File: src/rtl/xrs_pkg.sv
package xrs_pkg;

    typedef enum logic [2:0] {
        ST_PLL_HOLD,
        ST_PLL_WAIT,
        ST_RXA_WAIT,
        ST_FLOCK_WAIT,
        ST_SETTLE,
        ST_READY
    } seq_state_e;

    typedef struct packed {
        logic pll;
        logic txd;
        logic rxa;
        logic rxd;
        logic rdy;
    } ctl_vec_t;

    typedef struct packed {
        logic pll_lock;
        logic busy;
        logic flock;
    } stat_vec_t;

    function automatic ctl_vec_t ctl_for(seq_state_e s);
        ctl_vec_t v;
        v = '{pll: 1'b1, txd: 1'b1, rxa: 1'b1, rxd: 1'b1, rdy: 1'b0};
        case (s)
            ST_PLL_HOLD:   v = '{pll: 1'b1, txd: 1'b1, rxa: 1'b1, rxd: 1'b1, rdy: 1'b0};
            ST_PLL_WAIT:   v = '{pll: 1'b0, txd: 1'b1, rxa: 1'b1, rxd: 1'b1, rdy: 1'b0};
            ST_RXA_WAIT:   v = '{pll: 1'b0, txd: 1'b0, rxa: 1'b1, rxd: 1'b1, rdy: 1'b0};
            ST_FLOCK_WAIT,
            ST_SETTLE:     v = '{pll: 1'b0, txd: 1'b0, rxa: 1'b0, rxd: 1'b1, rdy: 1'b0};
            ST_READY:      v = '{pll: 1'b0, txd: 1'b0, rxa: 1'b0, rxd: 1'b0, rdy: 1'b1};
            default:       ;
        endcase
        return v;
    endfunction

    function automatic bit lock_required(seq_state_e s);
        return (s != ST_PLL_HOLD) && (s != ST_PLL_WAIT);
    endfunction

    function automatic int unsigned max3(int unsigned a, int unsigned b, int unsigned c);
        int unsigned m;
        m = (a > b) ? a : b;
        return (m > c) ? m : c;
    endfunction

endpackage

File: src/rtl/xrs_sync.sv
module xrs_sync #(
    parameter int W      = 3,
    parameter int STAGES = 2
) (
    input  logic         clk,
    input  logic         srst,
    input  logic [W-1:0] d,
    output logic [W-1:0] q
);
    logic [W-1:0] stg [STAGES];

    for (genvar i = 0; i < STAGES; i++) begin : g_stage
        if (i == 0) begin : g_first
            always_ff @(posedge clk) begin
                if (srst) stg[i] <= '0;
                else      stg[i] <= d;
            end
        end else begin : g_next
            always_ff @(posedge clk) begin
                if (srst) stg[i] <= '0;
                else      stg[i] <= stg[i-1];
            end
        end
    end

    assign q = stg[STAGES-1];
endmodule

File: src/rtl/xrs_timer.sv
module xrs_timer #(
    parameter int CW = 8
) (
    input  logic          clk,
    input  logic          srst,
    input  logic          clr,
    input  logic [CW-1:0] limit,
    output logic          done
);
    logic [CW-1:0] cnt;

    assign done = (cnt == (limit - CW'(1)));

    always_ff @(posedge clk) begin
        if (srst || clr)  cnt <= '0;
        else if (!done)   cnt <= cnt + CW'(1);
    end
endmodule

File: src/rtl/xrs_fsm.sv
module xrs_fsm
    import xrs_pkg::*;
#(
    parameter int HOLD_CYC   = 125,
    parameter int BUSY_GAP   = 2,
    parameter int SETTLE_CYC = 500,
    parameter int CW         = 9
) (
    input  logic          clk,
    input  logic          srst,
    input  stat_vec_t     st,
    input  logic          tmr_done,
    output logic          tmr_clr,
    output logic [CW-1:0] tmr_limit,
    output ctl_vec_t      ctl
);
    seq_state_e state, nxt;

    always_comb begin
        nxt     = state;
        tmr_clr = 1'b0;
        case (state)
            ST_PLL_HOLD:
                if (tmr_done) begin nxt = ST_PLL_WAIT; tmr_clr = 1'b1; end
            ST_PLL_WAIT:
                if (st.pll_lock) begin nxt = ST_RXA_WAIT; tmr_clr = 1'b1; end
            ST_RXA_WAIT:
                if (st.busy)          tmr_clr = 1'b1;
                else if (tmr_done) begin nxt = ST_FLOCK_WAIT; tmr_clr = 1'b1; end
            ST_FLOCK_WAIT:
                if (st.flock) begin nxt = ST_SETTLE; tmr_clr = 1'b1; end
            ST_SETTLE:
                if (!st.flock)     begin nxt = ST_FLOCK_WAIT; tmr_clr = 1'b1; end
                else if (tmr_done) begin nxt = ST_READY;      tmr_clr = 1'b1; end
            ST_READY:
                if (!st.flock) begin nxt = ST_RXA_WAIT; tmr_clr = 1'b1; end
            default: begin nxt = ST_PLL_HOLD; tmr_clr = 1'b1; end
        endcase
        if (lock_required(state) && !st.pll_lock) begin
            nxt     = ST_PLL_HOLD;
            tmr_clr = 1'b1;
        end
    end

    always_comb begin
        case (state)
            ST_RXA_WAIT: tmr_limit = CW'(BUSY_GAP);
            ST_SETTLE:   tmr_limit = CW'(SETTLE_CYC);
            default:     tmr_limit = CW'(HOLD_CYC);
        endcase
    end

    always_ff @(posedge clk) begin
        if (srst) begin
            state <= ST_PLL_HOLD;
            ctl   <= ctl_for(ST_PLL_HOLD);
        end else begin
            state <= nxt;
            ctl   <= ctl_for(nxt);
        end
    end
endmodule

File: src/rtl/xcvr_bringup_seq.sv
module xcvr_bringup_seq
    import xrs_pkg::*;
#(
    parameter int HOLD_CYC   = 125,
    parameter int BUSY_GAP   = 2,
    parameter int SETTLE_CYC = 500,
    parameter int SYNC_STG   = 2
) (
    input  logic clk,
    input  logic srst,
    input  logic pll_lock_i,
    input  logic recfg_busy_i,
    input  logic rx_flock_i,
    output logic pll_rst_o,
    output logic tx_drst_o,
    output logic rx_arst_o,
    output logic rx_drst_o,
    output logic link_ready_o
);
    localparam int CW = $clog2(max3(HOLD_CYC, BUSY_GAP, SETTLE_CYC) + 1);
    localparam int SW = $bits(stat_vec_t);

    stat_vec_t     st_raw, st_sync;
    logic [SW-1:0] sync_q;
    logic          tmr_clr, tmr_done;
    logic [CW-1:0] tmr_limit;
    ctl_vec_t      ctl;

    assign st_raw = '{pll_lock: pll_lock_i, busy: recfg_busy_i, flock: rx_flock_i};

    xrs_sync #(.W(SW), .STAGES(SYNC_STG)) u_sync (
        .clk (clk), .srst(srst), .d(st_raw), .q(sync_q)
    );
    assign st_sync = stat_vec_t'(sync_q);

    xrs_timer #(.CW(CW)) u_tmr (
        .clk(clk), .srst(srst), .clr(tmr_clr), .limit(tmr_limit), .done(tmr_done)
    );

    xrs_fsm #(
        .HOLD_CYC(HOLD_CYC), .BUSY_GAP(BUSY_GAP), .SETTLE_CYC(SETTLE_CYC), .CW(CW)
    ) u_fsm (
        .clk(clk), .srst(srst), .st(st_sync), .tmr_done(tmr_done),
        .tmr_clr(tmr_clr), .tmr_limit(tmr_limit), .ctl(ctl)
    );

    assign pll_rst_o    = ctl.pll;
    assign tx_drst_o    = ctl.txd;
    assign rx_arst_o    = ctl.rxa;
    assign rx_drst_o    = ctl.rxd;
    assign link_ready_o = ctl.rdy;
endmodule

File: config.mk
export PLATFORM = sky130hd
export DESIGN_NAME = xcvr_bringup_seq
export DESIGN_NICKNAME = d
export VERILOG_FILES = /design/src/rtl/xrs_pkg.sv /design/src/rtl/xrs_sync.sv /design/src/rtl/xrs_timer.sv /design/src/rtl/xrs_fsm.sv /design/src/rtl/xcvr_bringup_seq.sv
export SDC_FILE = /design/constraint.sdc
export NUM_CORES = 1
export LEC_CHECK = 0
export BUFFER_PORTS_ARGS = -buffer_cell sky130_fd_sc_hd__buf_2
export CAP_MARGIN = 20
export CORE_MARGIN = 2
export CORE_UTILIZATION = 55
export DETAILED_ROUTE_END_ITERATION = 7
export PLACE_DENSITY_LB_ADDON = 0.05
export SLEW_MARGIN = 20
export SYNTH_ARGS = -nofsm -noshare
export SYNTH_HDL_FRONTEND = slang
export SYNTH_SLANG_ARGS = --single-unit
File: constraint.sdc
create_clock -name clk -period 2.75 [get_ports clk]
set_input_delay 0.1375 -clock clk [delete_from_list [all_inputs] [get_ports clk]]
set_output_delay 0.1375 -clock clk [all_outputs]
set_load 0.01 [all_outputs]
==> flow_summary.json, run 1 <==
{
  "cts_inserted_buffers": 3,
  "cts_tree": "built",
  "cp.required_ns": 2.95,
  "path_buf_inv": 1,
  "final_layout_size_suffix_gt1_frac": 0.1532,
  "cp_top_family": "compound AO/OA/AOI/OAI gates",
  "tightest_slew_ns": 0.3328,
  "synth.ff_latch_count": 23,
  "synth-main-ff-cell": "dfxtp_1",
  "crit_slowest_cell": "or4b_1",
  "first_pass_iters": 4,
  "slew_violations": 0,
  "pin_count": 10,
  "critPathKind": "flop to flop",
  "max_freq_mhz": 485.8,
  "tns_ns": 0,
  "track_usage": 0.1756,
  "path_cells": "inv_1 > or4b_1 > a211o_1 > o21ai_0 > a211o_1 > a211oi_1",
  "clock-sinks": 23,
  "drt_iter0_drc": 21,
  "fin_crit_sh": 0.7486,
  "die_w_um": 47.03,
  "htreeDepth": 1,
  "synth_cell_types": 33,
  "yosysWarnings": 0,
  "synthArstFlopShare": 0,
  "clk_pin_slew_ns": 0.12,
  "antenna_found_initial": 0,
  "die_h_um": 47.03,
  "grt_pass1_wl_mm": 2.711,
  "crit_path_frequent_cell": "a211o_1",
  "crit_fanout": 9,
  "setup_viol": 0,
  "max_stage_delay_ns": 0.52,
  "synthesis.nets": 120,
  "cts-resized-gates": 0,
  "clock_skew_ns": 0.004948,
  "overflow": 0,
  "finalNonFillerCells": 149,
  "synthToLayoutAreaGrowth_pct": 9.950,
  "port_buffers": 9,
  "route.vias.total": 817,
  "power.density_nw_per_um2": 473.5,
  "layout_common_cells": "23 x dfxtp_1, 14 x nor2_1, 9 x buf_2",
  "ir_drop_mv": 0.3192,
  "final_antenna_net_count": 0,
  "wl_per_cell_um": 11.69,
  "dieArea_sq_um": 2212,
  "syn_avg_cell_area_sq_um": 8.934,
  "synth-edff-count": 0,
  "grt_max_degree": 15,
  "critPathLaunchType": "flop",
  "synthCells": 114,
  "yosysSeqAreaShare": 0.4521,
  "nFillCells": 153,
  "synth_area_sq_um": 1018,
  "start_util": 0.5899,
  "floorplan.rows": 15,
  "finish.net_count": 131,
  "gp_congestion": 0.7846,
  "post_cts_buffers": 0,
  "maxCapViolCount": 0,
  "clock_path_buffers": 2,
  "final_common_cell": "dfxtp_1",
  "p_leak_nw": 0.4604,
  "min_period_ns": 2.059,
  "wl_mm": 1.742,
  "relSlewSlack": 0.7778,
  "grt_pass1_vias": 653,
  "holdCritPathClass": "primary input to flop",
  "finalHoldViolCount": 0,
  "diodes": 0,
  "clk-insertion-delay-late_ns": 0.31,
  "drc_errors": 0,
  "arrival_ns": 2.26,
  "core_sq_um": 1727,
  "dp.cells": 145,
  "root_buffer": "clkbuf_4",
  "avgViaCountPerCell": 5.483,
  "holdBufCountCts": 0,
  "grt_setup_unrepaired": "no",
  "status": "finished, final reports clean",
  "dpl.hpwl_mm": 1.263,
  "endpoint_kind": "flop"
}
-- synth_stat cells, types with 3 or more instances --
cell type / instances / share of area
nand2_1: 5 / 0.018
mux2i_1: 3 / 0.029
xor2_1: 6 / 0.052
a21oi_1: 4 / 0.020
nand3_1: 7 / 0.034
nor2_1: 14 / 0.052
nor2b_1: 7 / 0.043
o21ai_0: 6 / 0.029
inv_1: 4 / 0.015
clkbuf_1: 4 / 0.015
and3_1: 4 / 0.025
dfxtp_1: 23 / 0.45
-- sequential cells by signal, indices dropped and copies added (netlist names) --
name and count:
u_tmr.cnt 9, u_sync.stg 6, u_fsm.ctl 5, u_fsm.state 3
-- power breakdown --
group	switching, mW	internal (mW)	leakage, nW
Sequential	0.00798	0.341	0.187
Clock	0.0985	0.0544	0.0177
Combinational	0.0162	0.0123	0.255
-- layout make-up --
class,instances,area [sq um],share of cell area
inverter,4,15.01,0.01341
sequential,23,460.4,0.4112
multi-input combinational,81,518.0,0.4626
clock inverter,1,5.005,0.004469
timing repair buffer,12,67.56,0.06034
tap,25,31.28,0.02793
clock buffer,3,22.52,0.02011
-- path summary, 6_finish.rpt --
kind                    start                to  slack (ns)  cells past startpoint
max reg2reg      u_tmr.cnt[0]      u_tmr.cnt[0]        0.69                      6
max              u_tmr.cnt[0]      u_tmr.cnt[0]        0.69                      6
min                pll_lock_i  u_sync.stg[0][2]        0.02                      2
min reg2reg  u_sync.stg[0][0]  u_sync.stg[1][0]        0.45                      1
-- cell families (layout without fill, tap and decap cells) --
logic type | count (synthesis) | after routing | share of synthesized area
flops | 23 | 23 | 0.4521
simple gates | 46 | 46 | 0.2408
buf+inv | 10 | 20 | 0.03930
xor+xnor | 7 | 7 | 0.06020
fa+ha+maj | 1 | 1 | 0.01228
compound gates | 24 | 24 | 0.1659
mux | 3 | 3 | 0.02949
-- metrics by stage --
| stage | total power [mW] | area [sq um] | worst slack, ns | hold WS (ns) | util |
|---|---|---|---|---|---|
| after global placement | 0.3837 | 1092 | 0.7162 | 0.3510 | 0.6326 |
| final | 0.5303 | 1120 | 0.6913 | 0.02093 | 0.6486 |
| after detailed placement | 0.3848 | 1092 | 0.6937 | 0.3541 | 0.6326 |
| after CTS | 0.5362 | 1120 | 0.6622 | 0.01932 | 0.6486 |
| after global routing | 0.5529 | 1120 | 0.5276 | 0.02230 | 0.6486 |
| after floorplan | 0.3767 | 1018 | 0.8095 | 0.2657 | - |
-- layer usage --
| layer | track usage | wire length (um) | vias to the layer above |
|---|---|---|---|
| met5 | 0 | 0 | - |
| met1 | 0.2282 | 867 | 367 |
| met3 | 0.03462 | 72 | 5 |
| met2 | 0.2712 | 759 | 24 |
| met4 | 0.1000 | 42 | 0 |
| li1 | - | - | 421 |
No activity file was read; power rests on OpenSTA's default activity.
==> run 2, diff against run 1 <==
Settings changed: ABC_AREA set to 1, CORE_UTILIZATION 55 to 51.
Clock period 2.75 ns to 1.7 ns, I/O delays scaled along.
==> flow_summary.json, run 2 <==
{
  "synthCells": 156,
  "pin_count": 10,
  "final_layout_size_suffix_gt1_frac": 0.3571,
  "clock_path_buffers": 2,
  "dpl.hpwl_mm": 1.733,
  "comb_power_share": 0.080,
  "floorplan.rows": 17,
  "finalHoldViolCount": 0,
  "die_h_um": 51.07,
  "tightest_slew_ns": 0.3426,
  "critPathLaunch": "u_fsm.state[1]",
  "max_stage_delay_ns": 0.42,
  "final_common_cell": "nand2_1",
  "finish.net_count": 189,
  "dieArea_sq_um": 2608,
  "maxCapViolCount": 0,
  "crit_fanout": 6,
  "grt_pass1_wl_mm": 4.008,
  "wl_mm": 2.434,
  "port_buffers": 9,
  "diodes": 0,
  "switching_share": 0.2416,
  "gp_congestion": 0.8178,
  "grt_pass1_vias": 940,
  "reg2reg_setup_slack_ns": 0.05,
  "seqPwrFrac": 0.632,
  "die_w_um": 51.07,
  "grt_setup_unrepaired": "yes",
  "synthesis.nets": 162,
  "route.vias.total": 1012,
  "clock-sinks": 23,
  "yosysSeqAreaShare": 0.4075,
  "cp.required_ns": 1.93,
  "r2r-start": "u_fsm.state[1]",
  "internal-power_uw": 666.4,
  "first_pass_iters": 4,
  "drc_errors": 0,
  "largest_reg_flops": 9,
  "synthToLayoutAreaGrowth_pct": 27.91,
  "fin_crit_sh": 0.9679,
  "synth_area_sq_um": 1130,
  "synthArstFlopShare": 0,
  "synth.ff_latch_count": 23,
  "p_sw_uw": 212.3,
  "antenna_found_initial": 0,
  "p_total_uw": 878.7,
  "synth_commonest_cells": "32 x nand2_1, 23 x dfxtp_1, 23 x nor2_1",
  "slew_violations": 0,
  "clk_pin_slew_ns": 0.12,
  "yosysWarnings": 0,
  "yosys.area.top_type_share": 0.4075,
  "path_buf_inv": 2,
  "wl_met2_mm": 1.182,
  "largestRegisters": "u_tmr.cnt x9, u_sync.stg x6, u_fsm.ctl x5",
  "htreeDepth": 1,
  "syn_avg_cell_area_sq_um": 7.243,
  "track_usage": 0.2054,
  "avgViaCountPerCell": 4.819,
  "ir_drop_mv": 0.6565,
  "holdCritPathClass": "primary input to flop",
  "status": "finished, final reports clean",
  "start_util": 0.5259,
  "max_freq_mhz": 607.8,
  "setup_viol": 0,
  "clkPwrFrac": 0.287,
  "regMostFlops": "u_tmr.cnt",
  "p_leak_nw": 0.6104,
  "min_period_ns": 1.645,
  "top_layer": "met4",
  "arrival_ns": 1.87,
  "nFillCells": 198,
  "whs_ns": 0.07617,
  "root_buffer": "clkbuf_4",
  "critPathLaunchType": "flop",
  "layout_common_cells": "29 x nand2_1, 21 x inv_1, 20 x nor2_1",
  "relSlewSlack": 0.7699,
  "clock_skew_ns": 0.003182,
  "wl_per_cell_um": 11.59,
  "overflow": 0,
  "clk-insertion-delay-late_ns": 0.31,
  "wl_met1_mm": 1.152,
  "min_from": "srst",
  "critPathKind": "flop to flop",
  "cts_tree": "built",
  "grt_max_degree": 14,
  "final_antenna_net_count": 0,
  "synth-main-ff-cell": "dfxtp_1",
  "drt_iter0_drc": 20,
  "cp_top_family": "simple AND/OR/NAND/NOR gates",
  "cts_inserted_buffers": 3,
  "endpoint_kind": "flop",
  "core_sq_um": 2148,
  "crit_slowest_cell": "dfxtp_4",
  "power.density_nw_per_um2": 608.0,
  "synth_cell_types": 29,
  "wl_met3_um": 55,
  "yosys.area.top_type": "dfxtp_1",
  "path_cells": "inv_6 > nor2_4 > nand2_4 > o21ai_2 > nand2_2 > nor2_4 > a21oi_2 > nand2_2 > nand2_4 > nor3_4 > inv_2",
  "yosysMostFrequentCell": "nand2_1",
  "synth_area_leaders": "dfxtp_1 41%, nand2_1 11%, nor2_1 7.6%, inv_1 7.0%, nand3_1 4.9%",
  "synth-edff-count": 0
}
==> run 2: logic make-up after synthesis <==
kind of cell / synth area share
and+or+nand+nor: 0.3699
buffers and inverters: 0.08638
DFF: 0.4075
AOI/OAI and AO/OA: 0.1097
xor gates and xnor gates: 0.01551
adders and majority gates: 0.01107
==> run 2: repair_timing <==
item	CTS	global route
setup buffers	2	7
endpoints found under the hold margin	3	0
gates cloned	0	0
setup endpoints to repair	12	14
pin swaps	1	4
hold buffers	3	0
resized for setup	2	29
==> run 2: area by class of cell <==
class	instances	area, sq um	area share
Timing Repair Buffer	23	173.9	0.1203
Multi-Input combinational cell	107	629.4	0.4355
Clock buffer	3	22.52	0.01558
Inverter	25	103.9	0.07186
Clock inverter	1	5.005	0.003463
Sequential cell	23	475.5	0.3290
Tap cell	28	35.03	0.02424
==> run 2: power by group through the flow <==
stage	Sequential, mW	Clock, mW	Combinational (mW)
after global placement	0.572	0	0.0523
after CTS	0.560	0.266	0.0661
after detailed placement	0.572	0	0.0539
final	0.556	0.253	0.0706
after global routing	0.558	0.283	0.0804
after floorplan	0.570	0	0.0416
==> run 2: worst paths after layout <==
kind                       to  cells after the start
min            u_fsm.state[0]                      2
min reg2reg  u_sync.stg[1][0]                      2
max              u_fsm.ctl[1]                     11
max reg2reg      u_fsm.ctl[1]                     11
==> run 2: stage by stage <==
stage / TNS (ns) / utilization / instance area (sq um) / instances / setup WS, ns
floorplan: 0 / - / 1130 / 156 / 0.1871
global placement: -0.02195 / 0.5684 / 1221 / 194 / -0.007413
detailed placement: -0.4118 / 0.5684 / 1221 / 194 / -0.06792
CTS: -0.005403 / 0.6092 / 1309 / 203 / -0.005403
global route: -0.1835 / 0.6727 / 1445 / 210 / -0.04036
finish: 0 / 0.6727 / 1445 / 210 / 0.05463
==> run 2: layer usage <==
metal / vias up / GRT usage
met4: 0 / 0.08108
met1: 449 / 0.2764
met3: 4 / 0.02632
met2: 15 / 0.3333
met5: - / 0
li1: 544 / -
